## config.mk

```make
export PLATFORM = sky130hd
export DESIGN_NAME = ptp_tod_counter
export DESIGN_NICKNAME = d
export VERILOG_FILES = /design/src/rtl/ptp_tod_pkg.sv /design/src/rtl/ptp_tod_regs.sv /design/src/rtl/ptp_tod_core.sv /design/src/rtl/ptp_tod_rdport.sv /design/src/rtl/ptp_tod_counter.sv
export SDC_FILE = /design/constraint.sdc
export NUM_CORES = 1
export LEC_CHECK = 0
export BUFFER_PORTS_ARGS = -buffer_cell sky130_fd_sc_hd__buf_2
export CAP_MARGIN = 20
export CORE_MARGIN = 10
export CORE_UTILIZATION = 56
export DETAILED_ROUTE_END_ITERATION = 10
export GPL_TIMING_DRIVEN = 1
export PLACE_DENSITY = 0.77
export SYNTH_ARGS = -nofsm -noshare
export SYNTH_HDL_FRONTEND = slang
export SYNTH_HIERARCHICAL = 1
export SYNTH_SLANG_ARGS = --single-unit
```

## constraint.sdc

```tcl
create_clock -name clk_i -period 4.7 [get_ports clk_i]
set_clock_uncertainty 0.1 [all_clocks]
set_input_delay 1.41 -clock clk_i [delete_from_list [all_inputs] [get_ports clk_i]]
set_output_delay 1.41 -clock clk_i [all_outputs]
set_load 0.1 [all_outputs]
```

## src/rtl/ptp_tod_pkg.sv

```systemverilog
package ptp_tod_pkg;
  localparam int DATA_W = 32;
  localparam int ADDR_W = 3;

  typedef enum logic [ADDR_W-1:0] {
    A_FRAC = 3'd0,
    A_NSLO = 3'd1,
    A_NSHI = 3'd2,
    A_INC  = 3'd3,
    A_CTRL = 3'd4
  } reg_addr_e;
endpackage

```

## src/rtl/ptp_tod_regs.sv

```systemverilog
module ptp_tod_regs
  import ptp_tod_pkg::*;
#(
  parameter int NS_W = 40
) (
  input  logic              clk_i,
  input  logic              rst_ni,
  input  logic              wr_en_i,
  input  logic [ADDR_W-1:0] addr_i,
  input  logic [DATA_W-1:0] wdata_i,
  output logic [DATA_W-1:0] inc_o,
  output logic [DATA_W-1:0] ctrl_o,
  output logic              run_o,
  output logic              load_o,
  output logic [NS_W-1:0]   load_ns_o
);
  localparam int HI_W = NS_W - DATA_W;

  logic [DATA_W-1:0] inc_q, ctrl_q, lo_q;

  always_ff @(posedge clk_i or negedge rst_ni) begin
    if (!rst_ni) begin
      inc_q  <= '0;
      ctrl_q <= {1'b1, {(DATA_W-1){1'b0}}};
      lo_q   <= '0;
    end else if (wr_en_i) begin
      case (addr_i)
        A_INC:   inc_q  <= wdata_i;
        A_CTRL:  ctrl_q <= wdata_i;
        A_NSLO:  lo_q   <= wdata_i;
        default: ;
      endcase
    end
  end

  assign inc_o     = inc_q;
  assign ctrl_o    = ctrl_q;
  assign run_o     = ~ctrl_q[DATA_W-1];
  assign load_o    = wr_en_i && (addr_i == A_NSHI);
  assign load_ns_o = {wdata_i[HI_W-1:0], lo_q};
endmodule

```

## src/rtl/ptp_tod_core.sv

```systemverilog
module ptp_tod_core #(
  parameter int NS_W    = 40,
  parameter int FRAC_W  = 32,
  parameter int STEP_NS = 8
) (
  input  logic              clk_i,
  input  logic              rst_ni,
  input  logic              run_i,
  input  logic              sign_i,
  input  logic [FRAC_W-2:0] mag_i,
  input  logic              load_i,
  input  logic [NS_W-1:0]   load_ns_i,
  output logic [NS_W-1:0]   ns_o,
  output logic [FRAC_W-1:0] frac_o
);
  localparam logic [NS_W-1:0] STEP = NS_W'(STEP_NS);

  logic [NS_W-1:0]   ns_q;
  logic [FRAC_W-1:0] frac_q;
  logic [FRAC_W:0]   sum, dif, mag_x;
  logic [NS_W-1:0]   adj;
  logic [FRAC_W-1:0] frac_nx;

  always_comb begin
    mag_x = {2'b00, mag_i};
    sum   = {1'b0, frac_q} + mag_x;
    dif   = {1'b0, frac_q} - mag_x;
    if (sign_i) begin
      frac_nx = dif[FRAC_W-1:0];
      adj     = dif[FRAC_W] ? STEP - 1'b1 : STEP;
    end else begin
      frac_nx = sum[FRAC_W-1:0];
      adj     = sum[FRAC_W] ? STEP + 1'b1 : STEP;
    end
  end

  always_ff @(posedge clk_i or negedge rst_ni) begin
    if (!rst_ni) begin
      ns_q   <= '0;
      frac_q <= '0;
    end else if (load_i) begin
      ns_q   <= load_ns_i;
      frac_q <= '0;
    end else if (run_i) begin
      ns_q   <= ns_q + adj;
      frac_q <= frac_nx;
    end
  end

  assign ns_o   = ns_q;
  assign frac_o = frac_q;
endmodule

```

## src/rtl/ptp_tod_rdport.sv

```systemverilog
module ptp_tod_rdport
  import ptp_tod_pkg::*;
#(
  parameter int NS_W = 40
) (
  input  logic              clk_i,
  input  logic              rst_ni,
  input  logic              rd_en_i,
  input  logic [ADDR_W-1:0] addr_i,
  input  logic [NS_W-1:0]   ns_i,
  input  logic [DATA_W-1:0] frac_i,
  input  logic [DATA_W-1:0] inc_i,
  input  logic [DATA_W-1:0] ctrl_i,
  output logic [DATA_W-1:0] rdata_o
);
  localparam int HI_W = NS_W - DATA_W;

  logic [NS_W-1:0]   snap_q;
  logic [DATA_W-1:0] rdata_q;

  always_ff @(posedge clk_i or negedge rst_ni) begin
    if (!rst_ni) begin
      snap_q  <= '0;
      rdata_q <= '0;
    end else if (rd_en_i) begin
      case (addr_i)
        A_FRAC: begin
          rdata_q <= frac_i;
          snap_q  <= ns_i;
        end
        A_NSLO:  rdata_q <= snap_q[DATA_W-1:0];
        A_NSHI:  rdata_q <= {{(DATA_W-HI_W){1'b0}}, snap_q[NS_W-1:DATA_W]};
        A_INC:   rdata_q <= inc_i;
        A_CTRL:  rdata_q <= ctrl_i;
        default: rdata_q <= '0;
      endcase
    end
  end

  assign rdata_o = rdata_q;
endmodule

```

## src/rtl/ptp_tod_counter.sv

```systemverilog
module ptp_tod_counter
  import ptp_tod_pkg::*;
#(
  parameter int NS_W    = 40,
  parameter int STEP_NS = 8
) (
  input  logic              clk_i,
  input  logic              rst_ni,
  input  logic              wr_en_i,
  input  logic              rd_en_i,
  input  logic [ADDR_W-1:0] addr_i,
  input  logic [DATA_W-1:0] wdata_i,
  output logic [DATA_W-1:0] rdata_o
);
  logic [DATA_W-1:0] inc_q, ctrl_q, frac_q;
  logic [NS_W-1:0]   ns_q, load_ns;
  logic              run, load, inc_sign;

  ptp_tod_regs #(.NS_W(NS_W)) u_regs (
    .clk_i, .rst_ni, .wr_en_i, .addr_i, .wdata_i,
    .inc_o(inc_q), .ctrl_o(ctrl_q), .run_o(run),
    .load_o(load), .load_ns_o(load_ns)
  );

  assign inc_sign = inc_q[DATA_W-1];

  ptp_tod_core #(.NS_W(NS_W), .FRAC_W(DATA_W), .STEP_NS(STEP_NS)) u_core (
    .clk_i, .rst_ni, .run_i(run), .sign_i(inc_sign),
    .mag_i(inc_q[DATA_W-2:0]), .load_i(load), .load_ns_i(load_ns),
    .ns_o(ns_q), .frac_o(frac_q)
  );

  ptp_tod_rdport #(.NS_W(NS_W)) u_rd (
    .clk_i, .rst_ni, .rd_en_i, .addr_i,
    .ns_i(ns_q), .frac_i(frac_q), .inc_i(inc_q), .ctrl_i(ctrl_q),
    .rdata_o
  );
endmodule

```

# == Word-level counts from Yosys, hierarchy flattened ==
# Index checks and enable logic that the tools add are counted.
# totals
ram_bits,0
romBits,0
reg_bits,240
latchBits,0
input_bits,39
output_inout_bits,32
mem_count,0
# classes
mul,0
mux,9
n_shift,0
reduce_logical,6
addsub,3
n_bitwise,0
n_lt_le_gt_ge,0
n_div,0
eq_ne,5
# ops
operator,count
32-bit one-hot mux with 5 select lines,1
40-bit 2-to-1 mux,3
32-bit 2-to-1 mux,3
40-bit adder,1
32-bit by 31-bit adder with 33-bit output,1
32-bit by 31-bit subtractor with 33-bit output,1
2-bit AND reduction,4
"3-bit by 2-bit == test with 1-bit output, second input constant",2
4-bit 2-to-1 mux,1
"3-bit by 1-bit == test with 1-bit output, second input constant",1
"3-bit == test, second input constant",1
3-bit logical NOT,1
"2-bit inequality test, second input constant",1
1-bit logical AND,1
1-bit 2-to-1 mux,1

# == Logic depth before layout (Yosys ltp) ==
# Gate-level depths: netlist of run 1.
# depth
depth_word,6
mapped_depth,24

# == By module ==
# Netlist of run 1, hierarchy kept.
# by_module_without_submodules
mod,instances,seq_area_each_um2,cells_per_inst,area_per_inst_um2
ptp_tod_core,1,1801.7,933,7191.9
ptp_tod_regs,1,2403.6,216,3696.0
ptp_tod_rdport,1,1801.7,301,3663.5

# == Least setup slack after synthesis of run 1 ==
# No wires, ideal clock.
# synth_timing
path_type,flip-flop to flip-flop
start,"register u_regs.inc_q[0], in the netlist u_regs/inc_o[0]"
end,"register u_core.ns_q[30], in the netlist u_core/ns_o[30]"
period_less_slack_ns,4.667
arrival_time_ns,4.434
path_stages_with_launch,23
path_slack_ns,0.033
path_buffers,1
cell_sequence,dfrtp_1 ha_1 fa_1 nor2b_1 o211ai_2 a211oi_2 o211ai_2 nand2_2 o41ai_2 o21bai_1 a211oi_1 o21ai_0 ha_1 fa_1 a21oi_1 nor2b_1 o21ai_0 nor2_1 and3_1 clkbuf_1 nand4_1 xor2_1 o21ai_0
# synth_via
elab_chain_cells,6
word_cells_on_any_way,8
classes_between,add/sub: 3; mux: 5
# synth_rtl
item,line,text
from (decl),ptp_tod_regs.sv:19,"logic [DATA_W-1:0] inc_q, ctrl_q, lo_q;"
from (signal assigned),ptp_tod_regs.sv:28,A_INC: inc_q <= wdata_i;
32-bit by 31-bit adder with 33-bit output / 32-bit by 31-bit subtractor with 33-bit output (equally long branches),"ptp_tod_core.sv:26, ptp_tod_core.sv:27",
1-bit 2-to-1 mux / 4-bit 2-to-1 mux (equally long branches),"ptp_tod_core.sv:33, ptp_tod_core.sv:30",
40-bit 2-to-1 mux *,ptp_tod_core.sv:28,if (sign_i) begin
40-bit adder *,ptp_tod_core.sv:45,ns_q <= ns_q + adj;
40-bit 2-to-1 mux *,ptp_tod_core.sv:44,end else if (run_i) begin
40-bit 2-to-1 mux *,ptp_tod_core.sv:41,end else if (load_i) begin
to (signal assigned),ptp_tod_core.sv:42,ns_q <= load_ns_i;
to (signal assigned),ptp_tod_core.sv:45,
to (decl),ptp_tod_core.sv:18,logic [NS_W-1:0] ns_q;
# Mark *: on every way between the ends. The rest lies on a longest branch, timed or not. The select of a mux whose other input is x is not followed.
# A chain may end at the register's enable or synchronous reset.

# == Final worst setup path of run 1 ==
# layout_timing
start,"register u_regs.inc_q[0], in the netlist u_regs/inc_o[0]"
end,"register u_core.ns_q[20], in the netlist u_core/ns_o[20]"
# Same word-level chain as after synthesis.

==> key figures, run 1 <==
Clocking
  • Clk sinks: 240
  • Max Root-Sink Buffers: 3
  • Clk_lat worst skew: 540 ps
  • CTS buffer count: 25
  • CTS Root Cell: clkbuf_16
  • Clock H-tree levels: 1
  • Clock slew at reported path FFs: 70 ps
  • TritonCTS clock tree: yes

Pwr
  • Power per cell area: 645 nW/um2
  • Max IR drop VDD: between 300 and 400 uV
  • P_leak: 7.37 nW
  • Total power: 10.6 mW

Synthesis
  • Async S/R FF share, synth: 100%
  • Avg Cell Area, Syn: around 10 um2
  • Post-synth top cells: 239 x dfrtp_1, 113 x nor2_1, 99 x mux2_2
  • Yosys Warn Count: 6
  • Main synth FF type: dfrtp_1
  • Ranking of synthesized cells by area: dfrtp_1 41%, mux2_2 7.7%, ha_1 5.7%
  • Register bit total from synthesis: 240
  • EDFF count, synth: 0
  • Netlist cell types: 94
  • Net count after synthesis: ~1600
  • Most frequent cell after synthesis: dfrtp_1
  • Register area share after synthesis: 41.3%
  • Cells after Synth: 1450
  • Cell taking the most area after synthesis: dfrtp_1
  • Mapped Area: 14600 um2
  • Top-area cell type share of the netlist area: roughly two fifths

Timing
  • RSZ-0062 raised after global routing: yes
  • Slew @ Worst Pin: 918 ps
  • Max Slew Vio Count: 0
  • Total negative slack: 0 ps
  • Maximum achievable frequency: about 220 MHz
  • Final Hold Viols: 0
  • Fin worst setup slack: roughly 160 ps
  • Crit share post-route: 96.6%
  • Final setup vio count: 0
  • Tmin final: 4540 ps
  • Worst slew margin: 38.5%
  • Final hold slack: 374 ps

Setup path
  • Crit path largest cell delay: 360 ps
  • Critical Path, Cell by Cell: buf_4 > ha_1 > inv_1 > fa_2 > a211oi_2 > o211ai_1 > a21oi_2 > a31oi_4 > o221ai_2 > a21boi_0 > o21ai_1 > a21oi_2 > o21ai_1 > ha_2 > fa_1 > a21oi_1 > nor2b_1 > o21ai_2 > buf_4 > or2_2 > nor2_1 > xnor2_1 > o21ai_0
  • CP arrival: 4820 ps
  • CP Max Fanout: 4
  • Worst EP required: 4980 ps
  • Crit end category: register
  • Setup CP Type: reg -> reg
  • Delay-heaviest family, CP: compound AO/OA/AOI/OAI gates
  • Critical path buffers and inverters: 3
  • Slowest-stage cell, CP: fa_2
  • Critical Path Source Type: register

Job
  • Max-Cap Viols: 0

Placement
  • Post-Place Cells: 1830
  • Placer Congestion: 0.956
  • Dpl ws: -165 ps
  • Post-DP HPWL: between 20000 and 30000 um
  • IO buf count: 70

Die
  • Placeable Area: approximately 25000 um2
  • Row count: 58
  • Die Area: 32800 um2
  • Die height: around 180 um
  • Starting Density: 57.3%
  • I/O pins: 71
  • Die outline width: 181 um

Finish
  • Share of cells above drive strength 1: 22.8%
  • ANT cells: 0
  • Nets: 1643
  • Fillers: 2028
  • Synthesis-to-finish area growth: 13.1%
  • Final cell count without fillers: 1884

Global routing
  • Largest net degree at the start of global routing: 92
  • Initial antenna violation count: 1
  • First-pass GRT wire length: 65400 um
  • Vias in the first global route: 11650
  • GRT overflow: 0
  • GRT Util Overall: 24.2%

Detailed routing
  • Vias: 11838
  • First drt pass iteration count: 6
  • Drt initial violations: 1022
  • Vias/cell: 6.28
  • WL per Instance: 22.1 um
  • DR DRC count: 0
  • DRT antenna net count: 0
  • Final wirelength: between 40000 and 50000 um

Status
  • Status: finished, final reports clean

Min path
  • Hold/Removal Path Class: reg -> reg
[tightest hold or removal path: cells and delay by family (launching register included)]
family	cells	cell delay, ps
AOI/OAI and AO/OA	1	60
DFF	1	340
and+or+nand+nor	1	50
[cells in the final DEF, fill, tap and decap left out, drive strengths merged, types with 26 or more instances in the layout]
master / instances
dfrtp: 239
buf: 154
mux2: 136
nor2: 115
nand2: 99
a21oi: 84
o21ai: 84
inv: 71
ha: 66
mux2i: 56
xnor2: 36
a22o: 29
clkbuf: 28
nor3: 26
[what timing repair did]
action,4_1_cts,5_1_grt
hold buffers,0,0
setup endpoints to repair,28,36
pin swaps,2,16
resized for setup,8,24
buffers inserted,0,8
[metal layers]
layer	track usage, %	up-vias	routed length (um)
met3	3.64	61	2690
met1	33.6	5976	18700
met4	5.66	0	866
li1	-	5377	-
met2	38.9	424	19400
met5	0	-	0
[through the flow]
stage,util [%],instance area (um2)
4_1_cts,64.2,16300
2_1_floorplan,-,14600
6_report,64.8,16500
3_3_place_gp,60.7,15400
5_1_grt,64.8,16500
3_5_place_dp,60.7,15400
[flip-flops by register name, indices dropped and copies added (netlist names)]
register,cells
u_core/ns_o,40
u_rd/snap_q,40
u_core/frac_o,32
u_rd/rdata_o,32
u_regs/ctrl_o,32
u_regs/inc_o,32
u_regs/lo_q,32
[logic make-up (layout without fill, tap and decap cells)]
family | Yosys count | in the layout | synth area share, %
AOI/OAI and AO/OA | 375 | 375 | 17.5
xor gates and xnor gates | 61 | 61 | 3.67
adders and majority gates | 69 | 69 | 6.09
buffers and inverters | 165 | 269 | 5.70
DFF | 240 | 240 | 41.3
muxes | 192 | 192 | 14.4
and+or+nand+nor | 348 | 348 | 11.4
[where the power goes]
group	leakage, nW	switching (mW)	internal, mW
combinational	3.98	3.07	2.18
sequential	2.95	0.556	2.69
clock	0.441	0.847	1.27
total	7.37	4.47	6.14
[layout make-up]
class                   count  area [um2]  area share (%)
flip-flops and latches    240        6010            36.5
clock inverters            18         226            1.38
inverters                  69         262            1.59
clock buffers              28         647            3.93
well taps                 330         413            2.51
repair buffers            154        1040            6.35
multi-input cells        1045        7850            47.7
[worst paths after layout]
path,slack [ps],endpoint,from,depth (start not counted)
setup / recovery,160,u_core/ns_o[20]$_DFFE_PN0P_,u_regs/inc_o[0]$_DFFE_PN0P_,23
hold / removal,370,u_core/ns_o[25]$_DFFE_PN0P_,u_regs/lo_q[25]$_DFFE_PN0P_,2
setup reg to reg,160,u_core/ns_o[20]$_DFFE_PN0P_,u_regs/inc_o[0]$_DFFE_PN0P_,23
hold reg to reg,370,u_core/ns_o[25]$_DFFE_PN0P_,u_regs/lo_q[25]$_DFFE_PN0P_,2
max in group asynchronous,2820,u_regs/lo_q[29]$_DFFE_PN0P_,rst_ni,2
min in group asynchronous,760,u_core/frac_o[1]$_DFFE_PN0P_,rst_ni,1
Note: power is estimated with default switching activity, not from simulation.
==> run 2: changes to the inputs <==
--- a/config.mk
+++ b/config.mk
@@ -12,6 +12,7 @@
 export DETAILED_ROUTE_END_ITERATION = 10
 export GPL_TIMING_DRIVEN = 1
 export PLACE_DENSITY = 0.77
+export SKIP_LAST_GASP = 1
 export SYNTH_ARGS = -nofsm -noshare
 export SYNTH_HDL_FRONTEND = slang
 export SYNTH_HIERARCHICAL = 1
==> constraint.sdc (replaced) <==
create_clock -name clk_i -period 4 [get_ports clk_i]
set_clock_uncertainty 0.1 [all_clocks]
set_input_delay 1.2 -clock clk_i [delete_from_list [all_inputs] [get_ports clk_i]]
set_output_delay 1.2 -clock clk_i [all_outputs]
set_load 0.1 [all_outputs]
==> key figures, run 2 (synthesis gave the netlist of run 1 again) <==
Die
  • Row count: 58
  • Starting Density: 57.3%
  • Placeable Area: 25400 um2
  • Die Area: 32800 um2
  • Die outline width: 181 um
  • I/O pins: 71
  • Die height: 181 um

Setup path
  • Crit path largest cell delay: 400 ps
  • Setup CP Type: reg -> reg
  • Crit end category: register
  • CP Max Fanout: 4
  • Worst EP required: 4300 ps
  • Critical path buffers and inverters: 6
  • Slowest-stage cell, CP: dfrtp_1
  • CP arrival: 4600 ps
  • Delay-heaviest family, CP: compound AO/OA/AOI/OAI gates
  • Critical Path Source Type: register

Timing
  • Crit share post-route: 108%
  • Tmin final: about 4300 ps
  • Max Slew Vio Count: 0
  • Maximum achievable frequency: 232 MHz
  • Worst slew margin: 46.0%
  • Slew @ Worst Pin: about 800 ps
  • Total negative slack: -7610 ps
  • Final Hold Viols: 0
  • Final setup vio count: 36
  • Fin worst setup slack: -305 ps
  • RSZ-0062 raised after global routing: yes

Finish
  • Multi-input logic area: 7980 um2
  • Most frequent cells in the layout: 239 x dfrtp_1, 192 x buf_4, 102 x nor2_1, 99 x mux2_2, 98 x nand2_1
  • Post-layout util: 68.6%
  • Register Area: 6010 um2
  • Nets: 1760
  • Synthesis-to-finish area growth: 19.8%
  • Fillers: 1884
  • Commonest non-fill, non-tap cell in the layout: dfrtp_1
  • Design area: 17400 um2
  • Share of cells above drive strength 1: 29.3%

Global routing
  • Initial antenna violation count: 0
  • Vias in the first global route: 12324
  • Largest net degree at the start of global routing: 80
  • First-pass GRT wire length: 68200 um
  • GRT Util Overall: 25.3%
  • GRT overflow: 0

Pwr
  • Power per cell area: 767 nW/um2
  • P_leak: roughly 7.9 nW
  • Max IR drop VDD: around 500 uV

Detailed routing
  • DR DRC count: 0
  • Vias: roughly 12000
  • Vias/cell: approximately 6.2
  • WL per Instance: 21.7 um
  • Drt initial violations: around 1300
  • First drt pass iteration count: 6
  • Final wirelength: around 43000 um
  • DRT antenna net count: 0

Placement
  • Post-DP HPWL: 31600 um
  • Placer Congestion: 0.956
  • Dpl cell area: 16300 um2
  • IO buf count: 70

Clocking
  • Max Root-Sink Buffers: 3
  • CTS buffer count: 24
  • Clk_lat worst skew: 530 ps
  • Clk sinks: 240
  • CTS Root Cell: clkbuf_16
  • Clock H-tree levels: 1
  • TritonCTS clock tree: yes
  • CTS Hold Bufs: 0
  • Clock slew at reported path FFs: 60 ps

Job
  • Max-Cap Viols: 0

Min path
  • Hold/Removal Path Class: reg -> reg

Status
  • Status: finished, violations left
  • Violated checks: setup timing
==> run 2: changes by cell type in the layout (fill, tap and decap cells not counted), moves of 6 or more <==
| cell | delta |
|---|---|
| o21ai_0 | -6 |
| buf_6 | +6 |
| buf_4 | +113 |
| nor2_1 | -9 |
| nor2_2 | +6 |
| clkinv_2 | -8 |
==> run 2: layer usage <==
layer / wire (um) / part of all wire, % / track usage [%] / vias up
li1: - / - / - / 5630
met5: 0 / 0 / 0 / -
met2: 19800 / 45 / 39.4 / 596
met3: 3510 / 8.1 / 3.08 / 77
met1: 19200 / 44 / 36.3 / 6144
met4: 977 / 2.2 / 6.96 / 0
==> run 2: final timing paths <==
check	depth (start not counted)	startpoint	endpoint	slack (ps)
min in group asynchronous	1	rst_ni	u_rd/snap_q[4]$_DFFE_PN0P_	550
worst max-delay path	25	u_core/frac_o[0]$_DFFE_PN0P_	u_core/ns_o[11]$_DFFE_PN0P_	-310
worst min register to register	1	u_regs/ctrl_o[16]$_DFFE_PN0P_	u_regs/ctrl_o[16]$_DFFE_PN0P_	390
worst min-delay path	1	u_regs/ctrl_o[16]$_DFFE_PN0P_	u_regs/ctrl_o[16]$_DFFE_PN0P_	390
worst max register to register	25	u_core/frac_o[0]$_DFFE_PN0P_	u_core/ns_o[11]$_DFFE_PN0P_	-310
max in group asynchronous	2	rst_ni	u_core/frac_o[12]$_DFFE_PN0P_	2410
==> run 2: power breakdown <==
part	leakage, nW	switching [mW]	internal (mW)
logic	4.60	4.00	3.24
registers	2.95	0.628	3.16
clock network	0.394	0.954	1.39
total	7.94	5.58	7.78
==> run 2: cell type report <==
type	count	share of cell area, %
sequential	240	34.5
clock buffer	34	3.90
tap	330	2.37
antenna	1	0.0144
timing repair buffer	272	11.1
multi-input combinational	1045	45.8
clock inverter	10	0.811
inverter	69	1.50
==> run 2: repair_timing <==
| action | in CTS | in global routing |
|---|---|---|
| buffers inserted | 12 | 4 |
| pin swaps | 18 | 11 |
| setup endpoints to repair | 38 | 37 |
| gates resized for setup | 44 | 11 |
==> run 2: worst reg2reg max path: cells and delay by family (launching register included) <==
kind            cells  cell delay [ps]
compound gates     12             1950
flops               1              400
buf+inv             6              600
xor+xnor            1              150
fa+ha+maj           3              760
simple gates        3              230
==> run 2: stage by stage <==
| step | total power, mW | instances | hold slack (ps) | setup slack [ps] |
|---|---|---|---|---|
| after detailed placement | 10.5 | 1942 | 373 | -557 |
| after CTS | 13.1 | 1997 | 389 | -238 |
| after global placement | 10.4 | 1942 | 357 | -403 |
| after floorplan | 7.99 | 1450 | 346 | -260 |
| after global routing | 14.1 | 2000 | 404 | -494 |
| final | 13.4 | 2001 | 387 | -305 |
